### src/rtl/irq_ctl_pkg.sv
package irq_ctl_pkg;
  localparam int unsigned DATA_W   = 32;
  localparam int unsigned OFF_STAT = 0;
  localparam int unsigned OFF_MASK = 4;
endpackage

### src/rtl/irq_edge_det.sv
module irq_edge_det #(
  parameter int unsigned N = 16
) (
  input  logic         clk,
  input  logic         rst,
  input  logic [N-1:0] lvl_i,
  output logic [N-1:0] rise_o
);
  logic [N-1:0] lvl_q;

  always_ff @(posedge clk) begin
    if (rst) lvl_q <= '0;
    else     lvl_q <= lvl_i;
  end

  genvar g;
  generate
    for (g = 0; g < N; g++) begin : g_bit
      assign rise_o[g] = lvl_i[g] & ~lvl_q[g];
    end
  endgenerate
endmodule

### src/rtl/irq_stat_reg.sv
module irq_stat_reg #(
  parameter int unsigned N = 16
) (
  input  logic         clk,
  input  logic         rst,
  input  logic [N-1:0] set_i,
  input  logic [N-1:0] clr_i,
  input  logic [N-1:0] hold_i,
  output logic [N-1:0] stat_o
);
  logic [N-1:0] stat_q;

  genvar g;
  generate
    for (g = 0; g < N; g++) begin : g_bit
      always_ff @(posedge clk) begin
        if (rst)
          stat_q[g] <= 1'b0;
        else if (set_i[g] || hold_i[g])
          stat_q[g] <= 1'b1;
        else if (clr_i[g])
          stat_q[g] <= 1'b0;
      end
    end
  endgenerate

  // injected bits are visible at once, not one edge later
  assign stat_o = stat_q | hold_i;
endmodule

### src/rtl/irq_mask_reg.sv
module irq_mask_reg #(
  parameter int unsigned N        = 16,
  parameter bit          MASK_XOR = 1'b0
) (
  input  logic         clk,
  input  logic         rst,
  input  logic         we_i,
  input  logic [N-1:0] d_i,
  output logic [N-1:0] mask_o
);
  logic [N-1:0] nxt;

  generate
    if (MASK_XOR) begin : g_flip
      assign nxt = mask_o ^ d_i;
    end else begin : g_load
      assign nxt = d_i;
    end
  endgenerate

  always_ff @(posedge clk) begin
    if (rst)       mask_o <= '0;
    else if (we_i) mask_o <= nxt;
  end
endmodule

### src/rtl/irq_ctl16.sv
module irq_ctl16
  import irq_ctl_pkg::*;
#(
  parameter int unsigned N        = 16,
  parameter int unsigned ADDR_W   = 8,
  parameter bit          MASK_XOR = 1'b0
) (
  input  logic              clk,
  input  logic              rst,
  input  logic [N-1:0]      src_i,
  input  logic [N-1:0]      inj_i,
  input  logic              wr_en,
  input  logic [ADDR_W-1:0] addr,
  input  logic [DATA_W-1:0] wdata,
  output logic [DATA_W-1:0] rdata,
  output logic              irq_o
);
  localparam logic [ADDR_W-1:0] A_STAT = ADDR_W'(OFF_STAT);
  localparam logic [ADDR_W-1:0] A_MASK = ADDR_W'(OFF_MASK);

  logic [N-1:0] rise;
  logic [N-1:0] stat_q;
  logic [N-1:0] mask_q;
  logic         hit_stat;
  logic         hit_mask;

  assign hit_stat = (addr == A_STAT);
  assign hit_mask = (addr == A_MASK);

  irq_edge_det #(.N(N)) u_edge (
    .clk    (clk),
    .rst    (rst),
    .lvl_i  (src_i),
    .rise_o (rise)
  );

  irq_stat_reg #(.N(N)) u_stat (
    .clk    (clk),
    .rst    (rst),
    .set_i  (rise),
    .clr_i  ((wr_en && hit_stat) ? wdata[N-1:0] : {N{1'b0}}),
    .hold_i (inj_i),
    .stat_o (stat_q)
  );

  irq_mask_reg #(.N(N), .MASK_XOR(MASK_XOR)) u_mask (
    .clk    (clk),
    .rst    (rst),
    .we_i   (wr_en && hit_mask),
    .d_i    (wdata[N-1:0]),
    .mask_o (mask_q)
  );

  always_comb begin
    rdata = '0;
    if (hit_stat)      rdata[N-1:0] = stat_q;
    else if (hit_mask) rdata[N-1:0] = mask_q;
  end

  assign irq_o = |(stat_q & mask_q);
endmodule

### config.mk
export PLATFORM = sky130hd
export DESIGN_NAME = irq_ctl16
export DESIGN_NICKNAME = d
export VERILOG_FILES = /design/src/rtl/irq_ctl_pkg.sv /design/src/rtl/irq_edge_det.sv /design/src/rtl/irq_stat_reg.sv /design/src/rtl/irq_mask_reg.sv /design/src/rtl/irq_ctl16.sv
export SDC_FILE = /design/constraint.sdc
export NUM_CORES = 1
export LEC_CHECK = 0
export BUFFER_PORTS_ARGS = -buffer_cell sky130_fd_sc_hd__buf_2
export CAP_MARGIN = 15
export CORE_UTILIZATION = 40
export DETAILED_ROUTE_END_ITERATION = 10
export MAX_ROUTING_LAYER = met4
export PLACE_DENSITY = 0.69
export SLEW_MARGIN = 20
export SYNTH_ARGS = -nofsm -noshare
export SYNTH_HDL_FRONTEND = slang
export SYNTH_HIERARCHICAL = 1
export SYNTH_SLANG_ARGS = --single-unit
### constraint.sdc
create_clock -name clk -period 2.4 [get_ports clk]
set_input_delay 0.48 -clock clk [delete_from_list [all_inputs] [get_ports clk]]
set_output_delay 0.48 -clock clk [all_outputs]
set_load 0.005 [all_outputs]
# Word level (Yosys, flattened, before mapping)
# Index checks and enable logic that the tools add are counted.
# totals
inputBits,75
wordCells,124
register_bits,48
output_inout_bits,33
# classes
n_mux,35
eq_ne,1
reduce_logical,36
bitwise,34
# ops
operator,count
$mux W16,3
$mux W1,32
$reduce_bool A2 Y1,16
$and A1 B1 Y1,16
$and A16 B16 Y16,1
$logic_or A1 B1 Y1,16
$not A1 Y1,16
$or A16 B16 Y16,1
$reduce_or A16 Y1,1
$eq A8 B3 Y1 const B,1
$logic_not A8 Y1,1
$logic_and A1 B1 Y1,2

# Longest topological paths before layout
# depth
ltp_word,5
mapped_depth,8
ltp_nobuf,5

# Modules after synthesis
# Netlist, hierarchy kept.
# by_module_without_submodules
module,area_per_inst_um2,instances,cells_per_inst,seq_area_each_um2
irq_stat_reg,729.4,1,82,320.3
irq_ctl16,603.1,1,85,0.0
irq_mask_reg,580.6,1,52,320.3
irq_edge_det,564.3,1,49,320.3

# Least setup slack after synthesis
# No wires, ideal clock.
# synth_path
kind,input -> output
startpoint,input addr[0]
endpoint,output rdata[0]
arrival_ns,1.574
cell_stages,5
t_required_ns,1.920
n_path_buf,2
slack_ns,0.346
path_cell_list,or4_1 -> nand2b_1 -> buf_2 -> buf_2 -> nor2_1
# synth_between
elab_chain_cells,3
word_cells_on_any_way,4
classes_between,eq/ne (1); mux (2); reduce/logical (1)
# synth_rtl
element,line_no,source
"start, declared",irq_ctl16.sv:13,"input logic [ADDR_W-1:0] addr,"
$eq A8 B3 Y1,irq_ctl16.sv:28,assign hit_mask = (addr == A_MASK);
$mux W16,irq_ctl16.sv:57,else if (hit_mask) rdata[N-1:0] = mask_q;
$mux W16 (*),irq_ctl16.sv:56,if (hit_stat) rdata[N-1:0] = stat_q;
"end, declared",irq_ctl16.sv:15,"output logic [DATA_W-1:0] rdata,"
# Every way passes the cells marked *; elsewhere a longest branch is shown, timed or not.

# Final worst setup path
# layout_path
startpoint,input addr[0]
endpoint,output rdata[7]
# The elaborated chain is that of the path after synthesis.

==> flow_summary.json <==
{
  "synth_edf_count": 0,
  "netlist_area_um2": 2480,
  "start_util": 0.416,
  "holdPathStages": 2,
  "die_y_um": 80.7,
  "status": "finished clean",
  "worstHoldEndpoint": "u_edge/lvl_q[7]",
  "startpoint_type": "input port",
  "cts.repair.resized": 0,
  "clock_path_buffers": 2,
  "die_w_um": 80.7,
  "via_count": 1898,
  "p_total_mw": 1.61,
  "antenna_found_initial": 0,
  "port_buffers": 75,
  "antennaDiodeCount": 0,
  "final_common_cell": "buf_2",
  "clockRootBuffer": "clkbuf_8",
  "final_cell_mix": "buf_2 (75), nor2_1 (48), dfxtp_1 (48)",
  "post-route-period-util": 0.929,
  "final.setup.tns_ns": 0,
  "nets": 416,
  "reg2regPathDepth": 3,
  "viasPerCell": 4.55,
  "cap_viol_max_count": 0,
  "drive_above_1_share": 0.418,
  "cp.required_ns": 1.92,
  "hold_buffers": 0,
  "fin_skew_ns": 0.00860,
  "grt_pass1_wl_um": 8090,
  "ys_ff_latch": 48,
  "clock.fmax_ghz": 0.449,
  "grt_max_degree": 30,
  "peakVddDrop_mv": 0.370,
  "tritoncts": "done",
  "worstReg2RegEnd": "u_stat/stat_q[0]",
  "criticalPathCategory": "in2out",
  "worst_hold_path_type": "in2reg",
  "finalSetupViolations": 0,
  "period_minus_slack_ns": 2.23,
  "track_usage": 0.168,
  "yosysUniqueCellTypes": 25,
  "clk_pin_slew_worst_paths_ns": 0.09,
  "hp-start": "src_i[7]",
  "hold_violations": 0,
  "synth_warnings": 6,
  "clk_latency_ns": 0.30,
  "globalplace.congestion": 0.754,
  "grt-ovfl-total": 0,
  "core_um2": 5960,
  "rsz0062_at_grt": "false",
  "fp-row-count": 28,
  "reg2reg_slack_ns": 1.73,
  "seq_area_frac_synth": 0.388,
  "hpwl_um": 3690,
  "drtPass1Iterations": 4,
  "syn_avg_cell_area_um2": 9.24,
  "routedWlPerCell_um": 12.1,
  "drt_wl_total_um": 5040,
  "ant_nets": 0,
  "cts_buffers": 5,
  "drt_iter0_markers": 55,
  "die-area_um2": 6510,
  "end_kind": "primary output",
  "grt_pass1_vias": 1791,
  "ys.flop_type": "dfxtp_1",
  "synthCells": 268,
  "leakagePower_nw": 1.35,
  "syn_to_final_growth_pct": 18.7,
  "worstPathArrival_ns": 1.75,
  "final_max_slew_viol_count": 0,
  "p_per_area_nw_per_um2": 547,
  "drc": 0,
  "post_cts_buffers": 0,
  "synthArstFlopShare": 0,
  "pin_count": 108,
  "clkSinkCount": 48,
  "cts-htree-levels": 2,
  "path_max_fanout": 17,
  "r2r-start": "u_edge/lvl_q[0]"
}
-- flip-flops by register name, summed over array words and instances, names as in the netlist --
signal,flops
u_edge/lvl_q,16
u_stat/stat_q,16
u_mask/mask_o,16
-- cells in the mapped netlist (6+ instances only) --
cell	n	area, um^2
a21oi_1	6	30.0
a21oi_2	10	87.6
and2_2	16	120
and2b_2	6	52.6
buf_4	16	120
dfxtp_1	48	961
mux2i_1	32	320
nand2b_1	17	106
nor2_1	49	184
nor2b_1	19	119
nor2b_2	7	61.3
or2_2	16	100
-- critical path: stages --
cell	delay, ns
buf_2	0.09
or4_1	0.53
nand2b_1	0.16
buf_4	0.20
nor2_1	0.15
buf_2	0.13
-- worst max-delay path by stage --
| stage | startpoint | endpoint | cells past startpoint |
|---|---|---|---|
| global placement | addr[0] | rdata[0] | 6 |
| floorplan | addr[0] | rdata[0] | 5 |
| CTS | u_stat/stat_q[2] | irq_o | 5 |
| global route | u_stat/stat_q[2] | irq_o | 5 |
| finish | addr[0] | rdata[7] | 6 |
| detailed placement | addr[0] | rdata[5] | 6 |
-- cell type report --
type	instances	area, um^2
clock buffer	6	72.6
clock inverter	2	35.0
fill	584	3010
multi-input combinational	207	1350
sequential	48	961
tap	75	93.8
timing repair buffer	79	430
-- kinds of logic (layout without fill, tap and decap cells) --
group	Yosys count	after routing	share of synthesized area
buffers and inverters	28	87	0.0914
AND/OR/NAND/NOR	135	135	0.314
flip-flops	48	48	0.388
other	1	16	0.00151
multiplexers	32	32	0.129
AO/OA/AOI/OAI	24	24	0.0758
-- routing by layer --
metal  GRT usage  share of wire  vias to the layer above  routed length [um]
met5           -              0                        -                   0
met4      0.0518          0.014                        0                  69
met3      0.0386          0.055                        6                 277
met2       0.285           0.46                       65                2340
met1       0.198           0.47                      839                2350
li1            -              -                      988                   -
-- power breakdown --
part | internal (mW) | switching (mW)
clock | 0.310 | 0.265
combinational | 0.0992 | 0.0919
sequential | 0.831 | 0.0126
-- stage by stage --
| stage | std cells | setup slack [ns] | instance area, um^2 | hold WS, ns | utilization |
|---|---|---|---|---|---|
| after floorplan | 283 | 0.346 | 2530 | 0.442 | - |
| after global placement | 409 | 0.169 | 2830 | 0.454 | 0.476 |
| after detailed placement | 409 | 0.153 | 2830 | 0.460 | 0.476 |
| after CTS | 417 | 0.104 | 2940 | 0.385 | 0.494 |
| after global routing | 417 | 0.0712 | 2940 | 0.389 | 0.494 |
| final | 417 | 0.171 | 2940 | 0.394 | 0.494 |
(Power assumes the default switching activity.)
